$ cat src/rtl/cfr_pkg.sv
package cfr_pkg;
   localparam int NUM_CAND = 4;

   typedef enum logic [1:0] {
      ST_IDLE  = 2'd0,
      ST_CHECK = 2'd1,
      ST_RANK  = 2'd2,
      ST_PICK  = 2'd3
   } rep_state_t;
endpackage

$ cat src/rtl/cfr_crc_check.sv
module cfr_crc_check #(
   parameter int DATA_W = 5,
   parameter int CRC_W  = 4,
   parameter logic [CRC_W-1:0] POLY = 4'h3
) (
   input  logic [DATA_W+CRC_W-1:0] cw,
   output logic [CRC_W-1:0]        syn
);
   localparam int CW_W = DATA_W + CRC_W;

   if (CRC_W < 2) begin : g_bad_crc
      $error("cfr_crc_check: CRC_W must be at least 2");
   end

   always_comb begin
      logic [CRC_W-1:0] r;
      logic fb;
      r = '0;
      for (int i = CW_W - 1; i >= 0; i--) begin
         fb = r[CRC_W-1] ^ cw[i];
         r  = {r[CRC_W-2:0], 1'b0};
         if (fb) r = r ^ POLY;
      end
      syn = r;
   end
endmodule

$ cat src/rtl/cfr_lfsr.sv
module cfr_lfsr #(
   parameter int W = 16,
   parameter logic [W-1:0] TAPS = 16'hB400
) (
   input  logic         clk,
   input  logic         rst_n,
   input  logic         load,
   input  logic [W-1:0] seed,
   input  logic         step,
   output logic [W-1:0] q
);
   if (W < 8) begin : g_bad_w
      $error("cfr_lfsr: W must be at least 8");
   end

   logic fb;
   assign fb = ^(q & TAPS);

   always_ff @(posedge clk) begin
      if (!rst_n) begin
         q <= W'(1);
      end else if (load) begin
         q <= (seed == '0) ? W'(1) : seed;
      end else if (step) begin
         q <= {q[W-2:0], fb};
      end
   end
endmodule

$ cat src/rtl/cfr_fitness.sv
module cfr_fitness #(
   parameter int DATA_W = 5
) (
   input  logic [DATA_W-1:0]   geno,
   output logic [2*DATA_W-1:0] fit
);
   localparam int FW = 2 * DATA_W;

   logic signed [FW-1:0] ext;
   logic signed [FW-1:0] sq;

   assign ext = FW'(signed'(geno));
   assign sq  = ext * ext;
   assign fit = $unsigned(sq);
endmodule

$ cat src/rtl/cfr_rank.sv
module cfr_rank #(
   parameter int DATA_W = 5,
   parameter int N      = 4
) (
   input  logic [N-1:0][DATA_W-1:0]   cand,
   output logic [N-1:0][DATA_W-1:0]   sorted,
   output logic [N-1:0][2*DATA_W-1:0] sorted_fit
);
   localparam int FW = 2 * DATA_W;
   localparam int RW = $clog2(N);

   if (N < 2) begin : g_bad_n
      $error("cfr_rank: N must be at least 2");
   end

   logic [N-1:0][FW-1:0] fit;
   logic [RW-1:0]        rnk [N];

   for (genvar gi = 0; gi < N; gi++) begin : g_fit
      cfr_fitness #(.DATA_W(DATA_W)) u_fit (
         .geno (cand[gi]),
         .fit  (fit[gi])
      );
   end

   // stable rank: count strictly better entries, plus equal entries placed earlier
   always_comb begin
      for (int i = 0; i < N; i++) begin
         rnk[i] = '0;
         for (int j = 0; j < N; j++) begin
            if (j != i) begin
               if ((fit[j] < fit[i]) || ((fit[j] == fit[i]) && (j < i))) begin
                  rnk[i] = rnk[i] + RW'(1);
               end
            end
         end
      end
   end

   always_comb begin
      sorted     = '0;
      sorted_fit = '0;
      for (int k = 0; k < N; k++) begin
         for (int i = 0; i < N; i++) begin
            if (rnk[i] == RW'(k)) begin
               sorted[k]     = cand[i];
               sorted_fit[k] = fit[i];
            end
         end
      end
   end
endmodule

$ cat src/rtl/chrom_repair.sv
module chrom_repair #(
   parameter int DATA_W = 5,
   parameter int CRC_W  = 4,
   parameter logic [CRC_W-1:0] POLY = 4'h3,
   parameter int LFSR_W = 16,
   parameter logic [LFSR_W-1:0] LFSR_TAPS = 16'hB400
) (
   input  logic                    clk,
   input  logic                    rst_n,
   input  logic                    start,
   input  logic [DATA_W+CRC_W-1:0] codeword,
   input  logic [DATA_W-1:0]       good_geno,
   input  logic [LFSR_W-1:0]       seed,
   output logic                    done,
   output logic [DATA_W-1:0]       repaired
);
   import cfr_pkg::*;

   localparam int CW_W  = DATA_W + CRC_W;
   localparam int FW    = 2 * DATA_W;
   localparam int IDX_W = $clog2(DATA_W);
   localparam int SEL_W = IDX_W + 1;

   if (DATA_W < 3) begin : g_bad_data
      $error("chrom_repair: DATA_W must be at least 3");
   end
   if (LFSR_W < 2 * SEL_W) begin : g_bad_lfsr
      $error("chrom_repair: LFSR_W too narrow for two position fields");
   end

   rep_state_t state;

   logic [CW_W-1:0]                    cw_q;
   logic [DATA_W-1:0]                  good_q;
   logic [NUM_CAND-1:0][DATA_W-1:0]    cand_q;
   logic [NUM_CAND-1:0][DATA_W-1:0]    fin_q;
   logic [DATA_W-1:0]                  res_q;
   logic                               done_q;

   logic [CRC_W-1:0]                   syn;
   logic [LFSR_W-1:0]                  rnd;
   logic [DATA_W-1:0]                  cw_data;
   logic [IDX_W-1:0]                   pos_a, pos_b, cut;
   logic [DATA_W-1:0]                  flip_a, flip_b, low_mask;
   logic [DATA_W-1:0]                  par_a, par_b, child1, child2;
   logic [NUM_CAND-1:0][DATA_W-1:0]    sorted_c, sorted_f;
   logic [NUM_CAND-1:0][FW-1:0]        fit_c, fit_f;
   logic                               lfsr_load, lfsr_step, faulty;

   assign cw_data = cw_q[CW_W-1:CRC_W];
   assign faulty  = (syn != '0);

   cfr_crc_check #(.DATA_W(DATA_W), .CRC_W(CRC_W), .POLY(POLY)) u_check (
      .cw  (cw_q),
      .syn (syn)
   );

   assign lfsr_load = (state == ST_IDLE) && start;
   assign lfsr_step = (state == ST_CHECK) && faulty;

   cfr_lfsr #(.W(LFSR_W), .TAPS(LFSR_TAPS)) u_lfsr (
      .clk   (clk),
      .rst_n (rst_n),
      .load  (lfsr_load),
      .seed  (seed),
      .step  (lfsr_step),
      .q     (rnd)
   );

   // mutation positions and crossover cut taken from LFSR fields
   always_comb begin
      pos_a    = IDX_W'(32'(rnd[SEL_W-1:0]) % DATA_W);
      pos_b    = IDX_W'(32'(rnd[2*SEL_W-1:SEL_W]) % DATA_W);
      cut      = IDX_W'((32'(rnd[SEL_W-1:0]) % (DATA_W - 1)) + 1);
      flip_a   = DATA_W'(1) << pos_a;
      flip_b   = DATA_W'(1) << pos_b;
      low_mask = (DATA_W'(1) << cut) - DATA_W'(1);
   end

   cfr_rank #(.DATA_W(DATA_W), .N(NUM_CAND)) u_rank_cand (
      .cand       (cand_q),
      .sorted     (sorted_c),
      .sorted_fit (fit_c)
   );

   always_comb begin
      par_a  = sorted_c[NUM_CAND-2];
      par_b  = sorted_c[NUM_CAND-1];
      child1 = (par_a & ~low_mask) | (par_b & low_mask);
      child2 = (par_b & ~low_mask) | (par_a & low_mask);
   end

   cfr_rank #(.DATA_W(DATA_W), .N(NUM_CAND)) u_rank_final (
      .cand       (fin_q),
      .sorted     (sorted_f),
      .sorted_fit (fit_f)
   );

   always_ff @(posedge clk) begin
      if (!rst_n) begin
         state  <= ST_IDLE;
         cw_q   <= '0;
         good_q <= '0;
         cand_q <= '0;
         fin_q  <= '0;
         res_q  <= '0;
         done_q <= 1'b0;
      end else begin
         done_q <= 1'b0;
         case (state)
            ST_IDLE: begin
               if (start) begin
                  cw_q   <= codeword;
                  good_q <= good_geno;
                  state  <= ST_CHECK;
               end
            end
            ST_CHECK: begin
               if (!faulty) begin
                  res_q  <= cw_data;
                  done_q <= 1'b1;
                  state  <= ST_IDLE;
               end else begin
                  cand_q[0] <= cw_data;
                  cand_q[1] <= cw_data ^ flip_a;
                  cand_q[2] <= good_q;
                  cand_q[3] <= good_q ^ flip_b;
                  state     <= ST_RANK;
               end
            end
            ST_RANK: begin
               fin_q[0] <= child1;
               fin_q[1] <= child2;
               fin_q[2] <= sorted_c[0];
               fin_q[3] <= sorted_c[1];
               state    <= ST_PICK;
            end
            ST_PICK: begin
               res_q  <= sorted_f[0];
               done_q <= 1'b1;
               state  <= ST_IDLE;
            end
            default: state <= ST_IDLE;
         endcase
      end
   end

   assign done     = done_q;
   assign repaired = res_q;


   healthy_pass_chk: assert property (@(posedge clk) disable iff (!rst_n)
      (state == ST_CHECK && syn == '0) |=> (done && repaired == $past(cw_q[CW_W-1:CRC_W])));


   done_source_chk: assert property (@(posedge clk) disable iff (!rst_n)
      done |-> ($past(state) == ST_PICK || ($past(state) == ST_CHECK && $past(syn) == '0)));


   single_flip_chk: assert property (@(posedge clk) disable iff (!rst_n)
      (state == ST_CHECK && syn != '0) |=>
         ($countones(cand_q[0] ^ cand_q[1]) == 1 && $countones(cand_q[2] ^ cand_q[3]) == 1));


   lfsr_nonzero_chk: assert property (@(posedge clk) disable iff (!rst_n)
      rnd != '0);


   cand_order_chk: assert property (@(posedge clk) disable iff (!rst_n)
      (state == ST_RANK) |-> (fit_c[0] <= fit_c[1] && fit_c[1] <= fit_c[2] && fit_c[2] <= fit_c[3]));


   final_order_chk: assert property (@(posedge clk) disable iff (!rst_n)
      (state == ST_PICK) |-> (fit_f[0] <= fit_f[1] && fit_f[1] <= fit_f[2] && fit_f[2] <= fit_f[3]));


   busy_ignore_chk: assert property (@(posedge clk) disable iff (!rst_n)
      (state != ST_IDLE && start) |=> $stable(cw_q));


   done_pulse_chk: assert property (@(posedge clk) disable iff (!rst_n)
      done |=> !done);
endmodule

$ cat config.mk
export PLATFORM = sky130hd
export DESIGN_NAME = chrom_repair
export DESIGN_NICKNAME = d
export VERILOG_FILES = /design/src/rtl/cfr_pkg.sv /design/src/rtl/cfr_crc_check.sv /design/src/rtl/cfr_lfsr.sv /design/src/rtl/cfr_fitness.sv /design/src/rtl/cfr_rank.sv /design/src/rtl/chrom_repair.sv
export SDC_FILE = /design/constraint.sdc
export NUM_CORES = 1
export LEC_CHECK = 0
export BUFFER_PORTS_ARGS = -buffer_cell sky130_fd_sc_hd__buf_4
export CAP_MARGIN = 20
export CORE_UTILIZATION = 65
export CTS_CLUSTER_DIAMETER = 40
export DETAILED_ROUTE_END_ITERATION = 7
export GPL_TIMING_DRIVEN = 0
export PLACE_DENSITY = 0.92
export SYNTH_ARGS = -nofsm -noshare
export SYNTH_HDL_FRONTEND = slang
export SYNTH_SLANG_ARGS = --single-unit
$ cat constraint.sdc
create_clock -name clk -period 15.5 [get_ports clk]
set_input_delay 4.65 -clock clk [delete_from_list [all_inputs] [get_ports clk]]
set_output_delay 4.65 -clock clk [all_outputs]
set_load 0.02 [all_outputs]
== Word-level counts from Yosys, hierarchy flattened ==
Index checks and enable logic that the tools add are counted.

* Bits in registers: 78
* Input port bits: 33
* Output and inout bits: 6
* Word-level logic and storage cells: 217

* Add/sub/neg operators: 18
* Multipliers: 8
* Divide/modulo/power cells: 2
* Order comparisons: 24
* Equal/unequal tests: 29
* Shift operators: 3
* Muxes and demuxes: 63
* Bitwise logic cells: 25
* Reduce and logical (&&, ||, !) cells: 31

{| class="wikitable"
|+ Operator list
! operator !! number
|-
| less-than comparator 10 bit || 24
|-
| equality test 10 bit || 12
|-
| 2-to-1 mux 5 bit || 21
|-
| multiplier 5 x 5 -> 10 bit || 8
|-
| modulo 4 x 3 -> 32 bit, second input constant || 2
|-
| 2-to-1 mux 2 bit || 27
|-
| 2-to-1 mux 16 bit || 3
|-
| adder 2 x 1 -> 2 bit, second input constant || 16
|-
| AND 5 bit || 4
|-
| equality test 2 bit, second input constant || 10
|-
| zero test 2 bit || 9
|-
| zero test 16 bit || 1
|-
| inverter 2 bit || 8
|-
| XOR reduction 16 bit || 1
|-
| left shift 1 x 3 -> 5 bit, first input constant || 3
|-
| logical OR 1 bit || 12
|-
| equality test 2 x 1 -> 1 bit, second input constant || 5
|-
| OR 5 bit || 2
|-
| one-hot mux 5 bit (2 select lines) || 1
|-
| bitwise XOR 5 bit || 2
|-
| 2-to-1 mux 1 bit || 9
|-
| one-hot mux 2 bit (4 select lines) || 1
|-
| AND reduction 2 bit || 3
|-
| bitwise XOR 1 bit || 6
|-
| 9 further kinds || 13
|}

== Logic depth before layout (Yosys ltp) ==
* Depth in word-level cells: 21
* Depth in mapped cells: 30
* Gate-level depth less buffers: 29

== Modules after synthesis ==
A second synthesis with hierarchy kept.

* Cells, all modules: 2205
* Area, all modules: 17485.5 µm²

{| class="wikitable"
|+ By module, submodules not included
! module !! instances !! cells an instance !! area an instance (µm²) !! sequential area each (µm²)
|-
| cfr_rank || 2 || 497 || 3628.5 || 0.0
|-
| cfr_fitness at u_rank_cand.g_fit[0].u_fit ... || 6 || 92 || 782.0 || 0.0
|-
| chrom_repair || 1 || 370 || 3045.4 || 1241.2
|-
| cfr_fitness at u_rank_final.g_fit[0].u_fit || 1 || 91 || 787.0 || 0.0
|-
| cfr_fitness at u_rank_final.g_fit[3].u_fit || 1 || 91 || 779.5 || 0.0
|-
| cfr_lfsr || 1 || 94 || 770.7 || 320.3
|-
| cfr_crc_check || 1 || 13 || 153.9 || 0.0
|}

== Worst setup path after synthesis ==
OpenSTA, ideal clock, no wires.

* Path kind: reg-to-reg
* From: register cand_q[5] (netlist name)
* To: register fin_q[1] (netlist name)
* Setup time: 0.086 ns
* Arrival time: 6.280 ns
* Required time: 15.414 ns
* Path slack: 9.135 ns
* Stages on the path, launching flop included: 26
* Buffers on the path: 2
* Clock period less this slack: 6.365 ns
* Path through: dfxtp_1 > clkbuf_1 > and2_1 > inv_1 > fa_1 > inv_1 > fa_1 > fa_1 > fa_1 > a211oi_1 > o21ai_0 > a21oi_1 > xnor2_1 > xnor3_1 > or4_1 > nand3_1 > a21oi_1 > ha_1 > buf_1 > nor2b_1 > mux2i_1 > nand2b_1 > o22ai_1 > a211oi_1 > o31ai_1 > a211oi_1

* Longest elaborated chain between the ends: 14
* Elaborated cells on any way between the ends: 48
* Those cells by class: add/sub: 6; mul: 1; order compare: 6; eq/ne: 11; mux: 18; bitwise: 3; reduce/logical: 3

{| class="wikitable"
|+ RTL lines
! item !! RTL line !! RTL
|-
| start, declared || chrom_repair.sv:35 || <nowiki>logic [NUM_CAND-1:0][DATA_W-1:0] cand_q;</nowiki>
|-
| multiplier 5 x 5 -> 10 bit * || cfr_fitness.sv:13 || <nowiki>assign sq = ext * ext;</nowiki>
|-
| less-than comparator 10 bit or equality test 10 bit (tied branches) || cfr_rank.sv:32 || <nowiki>if ((fit[j] < fit[i]) || ((fit[j] == fit[i]) && (j < i))) begin</nowiki>
|-
| 2-to-1 mux 1 bit or logical OR 1 bit (tied branches) || cfr_rank.sv:32 ||
|-
| adder 2 x 1 -> 2 bit or 2-to-1 mux 1 bit (tied branches) || cfr_rank.sv:33, cfr_rank.sv:32 ||
|-
| 2-to-1 mux 2 bit or adder 2 x 1 -> 2 bit (tied branches) || cfr_rank.sv:32, cfr_rank.sv:33 ||
|-
| adder 2 x 1 -> 2 bit or 2-to-1 mux 2 bit (tied branches) || cfr_rank.sv:33, cfr_rank.sv:32 ||
|-
| 2-to-1 mux 2 bit or adder 2 x 1 -> 2 bit (tied branches) || cfr_rank.sv:32, cfr_rank.sv:33 ||
|-
| equality test 2 bit or 2-to-1 mux 2 bit (tied branches) || cfr_rank.sv:45, cfr_rank.sv:32 ||
|-
| 2-to-1 mux 5 bit or equality test 2 bit (tied branches) || cfr_rank.sv:45 || <nowiki>if (rnk[i] == RW'(k)) begin</nowiki>
|-
| 2-to-1 mux 5 bit (3 in a row) || cfr_rank.sv:45 ||
|-
| AND 5 bit || chrom_repair.sv:89 || <nowiki>child1 = (par_a & ~low_mask) | (par_b & low_mask);</nowiki>
|-
| OR 5 bit * || chrom_repair.sv:89 ||
|-
| end, declared || chrom_repair.sv:36 || <nowiki>logic [NUM_CAND-1:0][DATA_W-1:0] fin_q;</nowiki>
|}

Every way passes the cells marked *; elsewhere a longest branch is shown, timed or not.
A chain may end at the register's enable or synchronous reset.

== Worst setup path after layout ==
* From: register cand_q[4] (netlist name)
* To: register fin_q[1] (netlist name)

Same word-level chain as after synthesis.

==> metrics.yaml <==
grt_pass1_wl_um: 62100
mostFrequentLayoutCells: "inv_1 (236), ha_1 (210), nand2_1 (158), a21oi_1 (112), fa_1 (104)"
p_leak_nw: 6.92
clock_latency_ns: 0.34
drive_above_1_share_pct: 5.13
synth_edf_count: 0
hp-class: "reg -> reg"
path_clk_slew_ns: 0.06
grt_max_degree: 14
cp.arrival_ns: 8.12
period_minus_slack_ns: 7.92
place.gp.congestion: 0.965
syn_area_um2: 13700
wl_per_cell_um: 18.2
cts_buffers: 9
ir_drop_mv: 0.120
ant_nets: 0
die_h_um: 147
cts_tree: "yes"
skew_ns: 0.0107
hold_depth: 2
dieWidth_um: 147
sw_frac_of_total_pct: 54.5
setup_viol: 0
drv_cap: 0
synth_cell_types: 89
cts_hold_buf: 0
max-slew-margin-rel_pct: 33.9
layout_commonest_cell: "inv_1"
hold-path-endpoint: "cw_q[3]"
p_per_area_nw_per_um2: 165
rsz0062_at_grt: "no"
dr.first_iter.drc_count: 1249
pre_cts_ws_ns: 7.89
fin_crit_sh_pct: 51.1
ys_seq_area_share_pct: 11.4
wirelength_um: 36900
grt_pass1_vias: 13300
port_buffers: 38
crit_path_max_incr_delay_ns: 0.58
cp-start-kind: "flop"
pwr-share-seq_pct: 10.9
area_growth_pct: 7.00
synthCells: 1695
ys_async_sr_fraction_pct: 0
cts-root-buf: "clkbuf_16"
cts.path.max_buffers: 2
setup_tns_ns: 0
r2r_cells: 26
min_from: "cw_q[3]"
num_vias: 13000
criticalPathCategory: "reg -> reg"
drv_slew: 0
overflow: 0
dp_hpwl_um: 30200
dpl.cell_count: 2010
stdcell_area_um2: 14700
tightest_slew_ns: 0.979
status: "completed"
p_comb_share_pct: 79.7
io_pins: 39
rr_startpoint: "cand_q[4]"
viasPerCell: 6.44
finalPower_mw: 2.43
synth_area_per_cell_um2: 8.10
worst_r2r_endpoint: "fin_q[1]"
worst_setup_path_end_kind: "flop"
yosysWarnings: 0
post_cts_buffers: 0
rows: 52
crit_top_cell: "inv_1"
ys.flop_type: "dfxtp_1"
die_area_um2: 21700
netSwitchingPower_mw: 1.32
core_um2: 20500
drc_errors: 0
placed_area_um2: 14400
finalHoldViolations: 0
instances_no_fill: 2025
h-tree-depth: 3
initial_core_util_pct: 67.0
cts_sinks: 78
r2r_setup_slack_ns: 7.58
worstPathRequired_ns: 15.69
track_usage_pct: 35.2
ys_seq_elements: 78
firstDrtPassIters: 6
critPathSlowestCell: "mux2i_1"
diodes: 0
fin_nets: 2098
clockPowerShare_pct: 9.4
timing.fmax_mhz: 126
cts_resized: 0
p_int_mw: 1.10
antenna_found_initial: 0
finalWorstSetupSlack_ns: 7.58
path_max_fanout: 9
-- synth_stat cells, drive strengths merged (30+ instances only) --
library cell  count  area, um^2
inv             237         890
ha              210        2630
nand2           158         593
a21oi           113         569
fa              104        2080
nor2             87         327
o21ai            82         410
dfxtp            78        1560
xnor2            68         603
clkbuf           54         203
and2             45         282
a21o             35         263
a211oi           30         230
-- critical path: cells and delay by family, from the launching register on --
kind	cells	cell delay, ns
multiplexers	1	0.58
buffers and inverters	6	1.20
adder cells (fa/ha/maj)	6	2.72
AO/OA/AOI/OAI	6	1.47
AND/OR/NAND/NOR	6	1.27
XOR/XNOR	1	0.21
flip-flops	1	0.31
-- registers in the layout, indices dropped and copies added (netlist names), named ones only --
name,count
good_q,5
done,1
repaired,5
fin_q,20
cand_q,20
cw_q,9
state,1
u_lfsr.q,16
-- cell families after synthesis --
family,synth area share (%)
adders and majority gates,35.4
AOI/OAI and AO/OA,20.7
other,0.0273
DFF,11.4
buffers and inverters,8.08
and+or+nand+nor,17.3
xor gates and xnor gates,6.15
muxes,0.957
-- power groups by stage --
stage | registers (mW) | clock network, mW | logic [mW]
floorplan | 0.253 | 0 | 1.45
global placement | 0.264 | 0 | 1.77
detailed placement | 0.266 | 0 | 1.85
CTS | 0.262 | 0.224 | 1.87
global route | 0.267 | 0.235 | 2.14
finish | 0.265 | 0.227 | 1.94
-- metal layers --
metal	up-vias	track usage, %	part of all wire (%)	wire [um]
met4	0	15.8	4.3	1570
met1	6155	43.8	39	14500
met5	-	0	0	0
met2	702	60.3	48	17600
met3	169	4.97	8.8	3250
li1	6005	-	-	-
-- how the worst max path moves through the flow --
stage,from,endpoint,depth (start not counted)
final,cand_q[4],fin_q[1],26
after detailed placement,cand_q[4],fin_q[1],26
after global placement,cand_q[4],fin_q[1],26
after floorplan,cand_q[5],fin_q[1],25
after global routing,cand_q[4],fin_q[1],26
after CTS,cand_q[4],fin_q[1],26
-- metrics by stage --
stage,hold WS [ns],utilization [%]
2_1_floorplan,0.435,-
3_3_place_gp,0.447,70.1
3_5_place_dp,0.467,70.1
4_1_cts,0.476,71.7
5_1_grt,0.504,71.7
6_report,0.475,71.7
-- area by class of cell --
type | count | area (um^2)
plain buffers | 57 | 219
clock buffers | 9 | 225
clock inverters | 6 | 86.3
fillers | 1470 | 5810
inverters | 237 | 890
multi-input cells | 1330 | 11100
flip-flops and latches | 78 | 1560
well taps | 270 | 338
repair buffers | 38 | 285
Note: power is estimated with default switching activity, not from simulation.
